`src/rtl/bcu_pkg.sv`:
```
package bcu_pkg;
  typedef enum logic [1:0] {
    OP_POP  = 2'b00,
    OP_LEAD = 2'b01,
    OP_TRAIL = 2'b10
  } bcu_op_e;
endpackage

```
`src/rtl/bcu_ones.sv`:
```
module bcu_ones #(
  parameter int W     = 64,
  parameter int CNT_W = $clog2(W) + 1
) (
  input  logic [W-1:0]     vec_i,
  output logic [CNT_W-1:0] cnt_o
);
  always_comb begin
    cnt_o = '0;
    for (int i = 0; i < W; i++) cnt_o = cnt_o + CNT_W'(vec_i[i]);
  end
endmodule

```
`src/rtl/bcu_low_scan.sv`:
```
// Index of lowest set bit; W when the vector is all zero.
module bcu_low_scan #(
  parameter int W     = 64,
  parameter int CNT_W = $clog2(W) + 1
) (
  input  logic [W-1:0]     vec_i,
  output logic [CNT_W-1:0] cnt_o
);
  always_comb begin
    cnt_o = CNT_W'(W);
    for (int i = W - 1; i >= 0; i--) begin
      if (vec_i[i]) cnt_o = CNT_W'(i);
    end
  end
endmodule

```
`src/rtl/bit_count_unit.sv`:
```
module bit_count_unit #(
  parameter int DATA_W = 64
) (
  input  logic              clk_i,
  input  logic              rst_ni,
  input  logic              req_valid_i,
  input  logic [1:0]        op_i,
  input  logic              wide_i,
  input  logic [DATA_W-1:0] operand_i,
  output logic              res_valid_o,
  output logic [DATA_W-1:0] result_o,
  output logic              zf_o,
  output logic              cf_o,
  output logic              of_o
);
  import bcu_pkg::*;

  localparam int HALF_W = DATA_W / 2;
  localparam int CNT_W  = $clog2(DATA_W) + 1;

  logic [DATA_W-1:0] pop_src, trail_src, lead_src, lead_rev;
  logic [CNT_W-1:0]  pop_cnt, trail_cnt, lead_cnt, width_cnt, cnt_d;
  logic              zf_d, cf_d;
  bcu_op_e           op;

  assign op = bcu_op_e'(op_i);

  // Narrow mode: pad so the scans stop at HALF_W on a zero lower half.
  assign pop_src   = wide_i ? operand_i : {{HALF_W{1'b0}}, operand_i[HALF_W-1:0]};
  assign trail_src = wide_i ? operand_i
                            : {{(HALF_W-1){1'b0}}, 1'b1, operand_i[HALF_W-1:0]};
  assign lead_src  = wide_i ? operand_i
                            : {operand_i[HALF_W-1:0], 1'b1, {(HALF_W-1){1'b0}}};
  assign width_cnt = wide_i ? CNT_W'(DATA_W) : CNT_W'(HALF_W);

  for (genvar g = 0; g < DATA_W; g++) begin : g_rev
    assign lead_rev[g] = lead_src[DATA_W-1-g];
  end

  bcu_ones #(.W(DATA_W), .CNT_W(CNT_W)) u_ones (
    .vec_i(pop_src), .cnt_o(pop_cnt)
  );
  bcu_low_scan #(.W(DATA_W), .CNT_W(CNT_W)) u_trail (
    .vec_i(trail_src), .cnt_o(trail_cnt)
  );
  bcu_low_scan #(.W(DATA_W), .CNT_W(CNT_W)) u_lead (
    .vec_i(lead_rev), .cnt_o(lead_cnt)
  );

  always_comb begin
    cnt_d = '0;
    zf_d  = 1'b0;
    cf_d  = 1'b0;
    unique case (op)
      OP_POP: begin
        cnt_d = pop_cnt;
        zf_d  = (pop_cnt == '0);
      end
      OP_LEAD: begin
        cnt_d = lead_cnt;
        zf_d  = (lead_cnt == '0);
        cf_d  = (lead_cnt == width_cnt);
      end
      OP_TRAIL: begin
        cnt_d = trail_cnt;
        zf_d  = (trail_cnt == '0);
        cf_d  = (trail_cnt == width_cnt);
      end
      default: ;
    endcase
  end

  logic [CNT_W-1:0] cnt_q;

  always_ff @(posedge clk_i or negedge rst_ni) begin
    if (!rst_ni) begin
      res_valid_o <= 1'b0;
      cnt_q       <= '0;
      zf_o        <= 1'b0;
      cf_o        <= 1'b0;
    end else begin
      res_valid_o <= req_valid_i;
      if (req_valid_i) begin
        cnt_q <= cnt_d;
        zf_o  <= zf_d;
        cf_o  <= cf_d;
      end
    end
  end

  assign result_o = {{(DATA_W-CNT_W){1'b0}}, cnt_q};
  assign of_o     = 1'b0;
endmodule

```
`config.mk`:
```
export PLATFORM = sky130hd
export DESIGN_NAME = bit_count_unit
export DESIGN_NICKNAME = d
export VERILOG_FILES = /design/src/rtl/bcu_pkg.sv /design/src/rtl/bcu_ones.sv /design/src/rtl/bcu_low_scan.sv /design/src/rtl/bit_count_unit.sv
export SDC_FILE = /design/constraint.sdc
export NUM_CORES = 1
export LEC_CHECK = 0
export BUFFER_PORTS_ARGS = -buffer_cell sky130_fd_sc_hd__buf_2
export CAP_MARGIN = 20
export CORE_MARGIN = 2
export CORE_UTILIZATION = 59
export DETAILED_ROUTE_END_ITERATION = 10
export MAX_ROUTING_LAYER = met4
export PLACE_DENSITY = 0.89
export SYNTH_ARGS = -nofsm -noshare
export SYNTH_HDL_FRONTEND = slang
export SYNTH_SLANG_ARGS = --single-unit
```
`constraint.sdc`:
```
create_clock -name clk_i -period 1.71 [get_ports clk_i]
set_input_delay 0.342 -clock clk_i [delete_from_list [all_inputs] [get_ports clk_i]]
set_output_delay 0.342 -clock clk_i [all_outputs]
set_load 0.005 [all_outputs]
```
==> results.txt, run 1 <==
The run stopped with a tool error. The failing step is 5_1_grt. The tool reported: "[ERROR GRT-0232] Routing congestion too high. Check the congestion heatmap in the GUI". The number of enable flip-flop cells after synthesis came out at 0.

The post-synthesis instance total came out at 665. The mean instance size in the synthesized netlist came out at 7.31 µm². The category of the worst endpoint is a sequential cell input. The yosys synthesis warning count came out at 0.

The HPWL after detailed placement is 16.3 mm. The chip width is 94.7 µm. The fraction of synthesis flops using an asynchronous set or reset pin came out at 1.00. When the global-route repair_timing finished, the worst setup path ended at cnt_q[1]$_DFFE_PN0P_/D.

The total standard cell area after synthesis came out at 4860 µm². The level count of the clock H-tree came out at 1. The count of different cell masters after synthesis came out at 70. For this run, the register share of the synthesized area comes to 0.0515. fa_1 takes more of the synthesized area than any other cell.

The total track usage is 0.787. The number of sinks driven by the clock tree is 10. The remaining global-route overflow is 48. The tree is rooted in a clkbuf_8. The final RePlAce weighted congestion is 1.21. The y dimension of the die came out at 94.7 µm. The port buffer count is 79. Once placement finished, the instance area stood at 6410 µm². Once placement completed, the tool counted placed cells totaling 1,000. The total CTS buffers is 3.

The area fraction of the dominant cell type after synthesis is 0.214. In the synthesized netlist the dominant register cell turns out to be dfrtp_1. The maximum number of pins on one net before global-route repair is 45. Sorting the synthesized cells by area gives the leading types as fa_1, buf_4, inv_1, ha_1, dfrtp_1. The initial cell density of the core came out at 0.600. The number of register bits inferred by synthesis came out at 10.

The maximum clock insertion buffer count is 2. Pin placement for this block handled 138 I/O pins. The row count came out at 33.
## logic make-up after synthesis
group | share of synthesized area
and+or+nand+nor | 0.244
buffers and inverters | 0.187
AOI/OAI and AO/OA | 0.238
adders and majority gates | 0.271
DFF | 0.0515
xor gates and xnor gates | 0.00721
other | 0.000772
## metal layers
layer	global-route usage	GRT overflow
met5	-	-
met4	0.771	19
met3	0.647	1
met2	0.922	27
met1	0.768	1
## per-stage QoR
step           setup TNS (ps)  hold slack [ps]  setup WS, ps
4_1_cts                -37600              440         -4910
3_3_place_gp           -39660              210         -5040
2_1_floorplan          -41150             46.4         -5360
3_5_place_dp           -42050              219         -5420
## synthesized netlist by cell type (12+ instances only)
master	count
inv_1	95
ha_1	22
nand2_1	35
o31ai_1	13
clkbuf_1	15
a21oi_1	44
nor2_1	61
and2_1	12
nor4_1	13
o21ai_0	30
buf_4	61
fa_1	52
nor3b_1	14
nor3_1	31
## repair_timing
action	in CTS
cloned	2
pin swaps	45
buffers inserted	8
hold endpoints to repair	10
gates resized for setup	58
hold buffers	1
setup endpoints to repair	9
==> run 2, diff against run 1 <==
--- a/config.mk
+++ b/config.mk
@@ -8,10 +8,9 @@
 export BUFFER_PORTS_ARGS = -buffer_cell sky130_fd_sc_hd__buf_2
 export CAP_MARGIN = 20
 export CORE_MARGIN = 2
-export CORE_UTILIZATION = 59
+export CORE_UTILIZATION = 40
 export DETAILED_ROUTE_END_ITERATION = 10
-export MAX_ROUTING_LAYER = met4
-export PLACE_DENSITY = 0.89
+export PLACE_DENSITY_LB_ADDON = 0.15
 export SYNTH_ARGS = -nofsm -noshare
 export SYNTH_HDL_FRONTEND = slang
 export SYNTH_SLANG_ARGS = --single-unit
==> results.txt, run 2 <==
The flow ran to the end, but the final reports show violations. The final reports fail on setup timing. The critical path goes through buf_2 > and2_4 > fa_1 > inv_1 > fa_1 > fa_1 > inv_1 > fa_1 > inv_2 > fa_1 > fa_1 > fa_1 > fa_1 > fa_2 > fa_2 > nor2b_1 > o21ai_1 > a21boi_1 > o21a_1 > nor2_2 > or3_1 > o221ai_2. The maximum number of pins on one net before global-route repair is 36. The total CTS buffers came out at 3 (unchanged). For the worst-skew pair, the clock arrives at the later sink with an insertion delay of 240 ps. Summed over all failing endpoints, the final setup total negative slack is -36,190 ps. The final number of hold-violating endpoints is 0. The classification of the worst-slack hold path is in2reg. For this run, the leading register cell type out of synthesis is dfrtp_1. The required arrival time at the worst endpoint came out at 1870 ps. The sequential area share after synthesis came to 0.0515 (unchanged).

The die covers 13,000 µm². The final-layout fill cell count came out at 1,133. The total number of vias came out at 5,771. The sequential cell fraction of total power is 0.019.

The part of the total power dissipated in the clock network came out at 0.025. The minimum period implied by the final worst setup slack came out at 6350 ps. The initial antenna violation count came out at 0. In this run the worst path has a maximum fanout of 2.

The combinational fraction of design power is 0.957. The yosys synthesis warning count came out at 0 (unchanged). The total detailed-routing wirelength came out at 20.3 mm. The fraction of the cycle the final worst path needs came out at 3.71. The flip-flop count of the largest register after layout came out at 7.

The post-synthesis instance total came out at 665 (unchanged). The cell taking the most area after synthesis is fa_1. The HPWL after detailed placement is 17.3 mm (+5.8%). TritonCTS built the clock tree. The global-route wire length before repair came out at 31.3 mm. The via density per instance is 5.38. The count of non-filler cells in the finished layout is 1,073. The final number of max-transition violations came to 0. Of the total power, the share spent switching nets is 0.474. The number of failing setup endpoints in the final timing report came out at 9.

The final RePlAce weighted congestion was 1.02 (-16%). Yosys attributes the largest share of cell area to fa_1, buf_4, inv_1, ha_1, dfrtp_1. The number of sinks driven by the clock tree is 10 (unchanged).

The peak supply drop is 5.24 mV. For this run, design rule violations remaining after detail routing come to 0. Setup repair after global routing could not meet its margin everywhere.

Internal power comes to 8.89 mW. The y dimension of the die came out at 114 µm (+21%). The clock-pin slew reported for the worst setup and hold paths after clock tree synthesis came out at 40 ps. The number of global-route vias before repair came out at 5,661. The switching component of the power is 8.00 mW. The cell count after placement came out at 1,058 (+5.8%). Summed over all cells, the static leakage comes to 3.54 nW. The number of buffers and inverters on the critical path is 4.

Data on the critical path arrives at its endpoint at 6500 ps. The worst hold slack came out at 461 ps. The maximum operating frequency came out at 158 MHz. The stage delay of the slowest cell on the critical path is 530 ps. For flop-to-flop paths, the worst setup slack is 620 ps. STA classifies the critical path startpoint as an input pin.

The level count of the clock H-tree was 1 (unchanged). The slew at the pin with the worst max-slew slack is 558 ps. The detailed-routing iteration count for the pre-antenna-repair pass is 5. The worst-case setup slack after placement is -5320 ps (+99.4 ps). The chip width is 114 µm (+21%).

In the final layout, the share of cells above drive strength 1 is 0.393. The count of max-cap constraint violations is 0. The total standard cell area after synthesis is 4860 µm² (unchanged). The post-layout net count came out at 1,072. The number of register bits inferred by synthesis came out at 10 (unchanged). The remaining global-route overflow came out at 0. The post-layout utilization of the core came out at 0.608. Dividing the detail-routed wire length by the instance count gives 18.9 µm. Across the routed clock network, the largest skew measured is 0 ps. The final instance area came out at 7240 µm². The fraction of synthesis flops using an asynchronous set or reset pin was 1.00 (unchanged).

STA classifies the critical path endpoint as a flop. The library cell used most frequently in the layout, excluding fill and tap cells, is buf_4. The placement-stage cell area is 6600 µm² (+2.9%). The initial DRC count came out at 494. The number of enable flip-flop cells after synthesis is 0 (unchanged). In the layout the commonest cells are buf_4, inv_1, buf_2. The cell with the largest stage delay on the worst path is fa_1. The count of nets left with antenna violations once routing finished came out at 0. By instance count, the leading cell after synthesis is inv_1. The post-route total power came out at 16.9 mW. The standard cell core area is 11,900 µm². In this run the power density over the cells is 2330 nW/µm². The mean instance size in the synthesized netlist came to 7.31 µm² (unchanged).

After synthesis, the most frequently instantiated cells are inv_1, buf_4, nor2_1. On the critical path the largest part of the delay comes from adder cells. The register ranked first by flip-flop count is cnt_q. The total I/O pin count came out at 138 (unchanged).

The port buffer count came out at 79 (unchanged). The count of different cell masters after synthesis is 70 (unchanged). The total track usage is 0.319. The initial cell density of the core was 0.408 (-0.192). The number of antenna repair diodes came out at 0. The row count is 40 (+21%). The tightest slew margin relative to the limit is 0.628. The critical path class is in2reg. The most numerous cell type found on the critical path is fa_1.

The layout overhead on the synthesized area is 49.0%. In this run the clock root is driven by a clkbuf_16. Once routing completed, OpenROAD measured the worst setup slack at -4640 ps. The maximum clock insertion buffer count is 2 (unchanged). The area fraction of the dominant cell type after synthesis is 0.214 (unchanged).
run 2: cell counts after synthesis:
Identical to the previous run, type by type.
run 2: cells by family after synthesis:
kind of cell / synth area share
and+or+nand+nor: 0.244
buffers and inverters: 0.187
AOI/OAI and AO/OA: 0.238
adders and majority gates: 0.271
DFF: 0.0515
xor gates and xnor gates: 0.00721
other: 0.000772
run 2: worst paths after layout:
kind / cells after the start / to / startpoint
worst max-delay path: 22 / cnt_q[6]$_DFFE_PN0P_ / operand_i[32]
max in group asynchronous: 2 / cnt_q[1]$_DFFE_PN0P_ / rst_ni
min in group asynchronous: 2 / cnt_q[3]$_DFFE_PN0P_ / rst_ni
worst min register to register: 2 / cnt_q[3]$_DFFE_PN0P_ / cnt_q[3]$_DFFE_PN0P_
worst max register to register: 5 / cnt_q[0]$_DFFE_PN0P_ / cnt_q[0]$_DFFE_PN0P_
worst min-delay path: 2 / res_valid_o$_DFF_PN0_ / req_valid_i
run 2: area by class of cell:
| type | instances | area, µm² | share of cell area |
|---|---|---|---|
| multi-input cells | 533 | 4270 | 0.590 |
| repair buffers | 285 | 2100 | 0.290 |
| inverters | 95 | 357 | 0.0493 |
| flip-flops and latches | 10 | 250 | 0.0346 |
| well taps | 147 | 184 | 0.0254 |
| clock buffers | 3 | 75.1 | 0.0104 |
run 2: worst reg2reg max path, delay by kind of cell, from the launching register on:
kind,cells,cell delay [ps]
buf+inv,2,210
compound gates,3,440
flops,1,340
run 2: timing repair:
item / in CTS / in global routing
hold buffers: 1 / 0
endpoints found under the hold margin: 10 / 0
cloned: 3 / 0
buffers inserted: 6 / 3
setup endpoints to repair: 9 / 9
gates resized for setup: 68 / 27
pin swaps: 35 / 22
run 2: metal layers:
metal	GRT usage	part of all wire	vias up	routed length (µm)
met4	0.0805	0.027	0	549
met3	0.0455	0.062	29	1260
met1	0.452	0.44	2789	9000
met2	0.513	0.47	224	9510
li1	-	-	2729	-
met5	0	0	-	0
run 2: power groups by stage:
stage                     Clock, mW  Sequential [mW]  Combinational (mW)
after detailed placement          0            0.311                11.7
after global placement            0            0.311                11.7
after global routing          0.424            0.318                17.2
after floorplan                   0            0.321                7.75
after CTS                     0.416            0.315                15.6
final                         0.416            0.314                16.2
Note: power is estimated with default switching activity, not from simulation.
==> run 3, diff against run 2 <==
--- a/config.mk
+++ b/config.mk
@@ -13,4 +13,5 @@
 export PLACE_DENSITY_LB_ADDON = 0.15
 export SYNTH_ARGS = -nofsm -noshare
 export SYNTH_HDL_FRONTEND = slang
+export SYNTH_HIERARCHICAL = 1
 export SYNTH_SLANG_ARGS = --single-unit
==> results.txt, run 3 <==
The run finished, with violations left. The final reports fail on setup timing. The total track usage is 0.287 (-0.0312).

The category of the worst setup path launch point is an input pin. In the layout the commonest cells are buf_4, inv_1, buf_2. The mean instance size in the synthesized netlist came out at 7.56 µm² (+3.5%).

The flip-flop count of the largest register after layout came to 7 (unchanged). Leaving out fill and tap cells, the most frequent cell in the layout is buf_4. The chip width came out at 120 µm (+5.4%). The part of the total power dissipated in the clock network is 0.024 (about the same).

The met2 usage is 0.471 (-0.0422). The fraction of the cycle the final worst path needs is 3.71 (about the same). The register with the most flip-flops in the final layout is cnt_q. The type of destination of the critical path is a flop. The fraction of synthesis flops using an asynchronous set or reset pin is 1.00 (unchanged). The layer flagged by global routing as most heavily used is met2.

The HPWL after detailed placement was 18.1 mm (+4.8%). The average detailed-routed wire length per instance came to 18.3 µm (-3.5%). The endpoint identified for the worst register-to-register timing path is cf_o$_DFFE_PN0P_. Of all cell types, the one taking the most synthesized area is fa_1.

The y dimension of the die was 120 µm (+5.4%). The maximum operating frequency came to 158 MHz (about the same). The required arrival time at the worst endpoint is 1810 ps (-60 ps). The clock-pin slew reported for the worst setup and hold paths after clock tree synthesis is 40 ps (about the same). The critical path data arrival time was 6450 ps (-50 ps). The number of antenna repair diodes was 0 (unchanged). The post-layout net count is 1,144 (+6.7%). The yosys synthesis warning count came out at 6 (+6). The fraction of the mapped netlist area in compound gates is 0.167 (-0.0718). The final RePlAce weighted congestion came out at 1.01 (-1.2%). Relative to the synthesized area, the layout overhead comes to 43.9%. The tightest slew margin relative to the limit is 0.655 (+0.0265). The remaining global-route overflow is 0 (unchanged). Ranked by total cell area, the synthesized netlist is headed by fa_1, inv_1, buf_4, and2_1, mux2_2. The simple-gate share of the synthesized area came out at 0.284 (+0.0399). The row count was 42 (+5.0%). The area fraction of the dominant cell type after synthesis is 0.200 (-0.0146). The global-route wire length before repair came out at 32.2 mm (+2.8%).

The total number of vias came out at 6,298 (+9.1%). The worst-case setup slack after placement came to -5180 ps (+137 ps). The multiplexer area fraction after synthesis came out at 0.0666 (+0.0666). The tightest min-delay check is of the in2reg type. The final number of max-transition violations is 0 (unchanged). The cell sitting at the root of the clock tree is a clkbuf_16.

The peak supply drop is 4.08 mV (-22%). The DRC violation count after routing came out at 0 (unchanged). The synthesized-area fraction occupied by adder cells is 0.251 (-0.0204). The largest fanout on the critical path came out at 6 (+4).

The number of register bits inferred by synthesis came out at 10 (unchanged). The switching component of the power came out at 8.82 mW (+10%). The CTS tree is done. After synthesis, the largest family of logic cells by area is simple AND/OR/NAND/NOR gates.

The minimum period implied by the final worst setup slack is 6340 ps (-1.57 ps). The total detailed-routing wirelength was 21.4 mm (+5.5%). The number of sinks driven by the clock tree came out at 10 (unchanged).

The level count of the clock H-tree came out at 1 (unchanged). The number of routed nets with antenna violations came out at 0 (unchanged). The insertion delay of the later-clocked pin in the worst-skew pair is 230 ps (about the same). The final worst slack is -4630 ps (+1.57 ps). The synthesized-area fraction occupied by xor and xnor cells came to 0.00324 (-0.00398). The slew at the pin with the worst max-slew slack is 513 ps (-44.5 ps).

The initial DRC count came out at 676 (+37%). The post-synthesis instance total is 716 (+7.7%). The maximum clock insertion buffer count came to 2 (unchanged).

The combinational fraction of design power came out at 0.960 (+0.003). The final number of hold-violating endpoints came out at 0 (unchanged). The fraction of layout instances using a drive strength above 1 came out at 0.390 (-0.00292). In this run the critical register-to-register path is launched from cf_o$_DFFE_PN0P_. The via density per instance is 5.37 (-0.17%). The clock skew was 0 ps (unchanged). The initial cell density of the core came out at 0.409 (+0.000946). The net switching share of the total power came out at 0.460 (-0.0139). Among all cell types in the netlist, the one instantiated most often is inv_1. The port buffer count is 79 (unchanged). The total CTS buffers is 3 (unchanged). The total I/O pin count came out at 138 (unchanged). The sequential cell fraction of total power was 0.016 (-0.003).

The worst hold path startpoint is req_valid_i. The count of max-cap constraint violations is 0 (unchanged). The number of global-route vias before repair came to 6,097 (+7.7%). The maximum number of pins on one net before global-route repair is 40 (+11%). The worst hold slack came out at 347 ps (-114 ps). The count of different cell masters after synthesis was 54 (-23%). The cell depth of the worst flop-to-flop path is 2 (-3). By startpoint and endpoint, the worst setup path is classified as in2reg. The leakage power total came out at 3.89 nW (+9.7%). The detailed-routing iteration count for the pre-antenna-repair pass is 7 (+2).

For hold timing, the worst endpoint is res_valid_o$_DFF_PN0_. The met1 track utilization from global routing is 0.385 (-0.0662). In the synthesized netlist the dominant register cell turns out to be dfrtp_1. The standard cell core area is 13,200 µm² (+11%). The number of failing setup endpoints in the final timing report is 9 (unchanged). The worst hold path depth was 1 (-1). The internal power came out at 10.4 mW (+17%). The power per cell area came out at 2460 nW/µm² (+5.6%). The commonest cells after synthesis are inv_1, and2_1, buf_4. The total standard cell area after synthesis came to 5410 µm² (+11%). The area enclosed by the die boundary is 14,500 µm² (+11%). Setup repair after global routing could not meet its margin everywhere. The number of enable flip-flop cells after synthesis came out at 0 (unchanged).

The sequential area share after synthesis was 0.0462 (-0.00529). The initial antenna violation count is 0 (unchanged). The met3 demand-to-capacity share in global routing was 0.0557 (+0.0101).

The worst-case register-to-register setup slack came out at 890 ps (+270 ps).
## run 3: cell type report
type,count,area [µm²]
Fill cell,1262,5450
Multi-Input combinational cell,560,4600
Timing Repair Buffer,293,2150
Inverter,130,488
Sequential cell,10,250
Tap cell,176,220
Clock buffer,4,88.8
## run 3: metrics by stage
stage | TNS, ps | cell area [µm²] | utilization | std cells | total power, mW
floorplan | -37770 | 5700 | - | 773 | 9.09
global placement | -40330 | 7300 | 0.551 | 1156 | 15.7
detailed placement | -41090 | 7300 | 0.551 | 1156 | 16.1
CTS | -36950 | 7530 | 0.569 | 1164 | 17.5
global route | -38100 | 7790 | 0.588 | 1173 | 20.2
finish | -36810 | 7790 | 0.588 | 1173 | 19.2
## run 3: kinds of logic (layout without fill, tap and decap cells)
kind of cell / Yosys count / after routing
mux: 32 / 32
flops: 10 / 10
xor+xnor: 2 / 2
simple gates: 262 / 262
buf+inv: 203 / 427
compound gates: 130 / 130
other cells: 1 / 58
fa+ha+maj: 76 / 76
## run 3: what timing repair did
item	4_1_cts	5_1_grt
pin swaps	21	23
gates cloned	1	2
hold buffers	1	0
setup buffers	2	8
hold endpoints to repair	10	0
setup endpoints to repair	9	9
resized for setup	27	40
## run 3: power by group through the flow
stage	Clock, mW	Sequential [mW]	Combinational, mW
final	0.456	0.317	18.4
after floorplan	0	0.326	8.77
after CTS	0.460	0.316	16.7
after global placement	0	0.318	15.4
after global routing	0.479	0.321	19.4
after detailed placement	0	0.319	15.8
## run 3: worst max-delay path, stage by stage
cell      delay [ps]
buf_12           110
buf_6            110
and2_4           140
fa_1             540
inv_1             50
fa_1             470
fa_1             520
inv_1             50
fa_1             470
inv_1             50
fa_1             450
fa_1             520
fa_1             430
fa_1             510
fa_2             220
inv_2             40
fa_2             350
a21o_1           200
a21oi_2          170
xnor2_2          150
nor4_2            70
and4b_1          200
a211oi_2         160
o22ai_1           90
## run 3: worst max path at each step
| stage | start | end |
|---|---|---|
| 6_report | wide_i | zf_o$_DFFE_PN0P_ |
| 5_1_grt | wide_i | zf_o$_DFFE_PN0P_ |
| 4_1_cts | operand_i[3] | zf_o$_DFFE_PN0P_ |
| 3_5_place_dp | wide_i | zf_o$_DFFE_PN0P_ |
| 3_3_place_gp | wide_i | zf_o$_DFFE_PN0P_ |
| 2_1_floorplan | wide_i | zf_o$_DFFE_PN0P_ |
## run 3: per-layer routing
| metal | vias up | wire [µm] |
|---|---|---|
| met2 | 368 | 9610 |
| li1 | 2894 | - |
| met3 | 66 | 1970 |
| met5 | - | 0 |
| met1 | 2970 | 8940 |
| met4 | 0 | 916 |
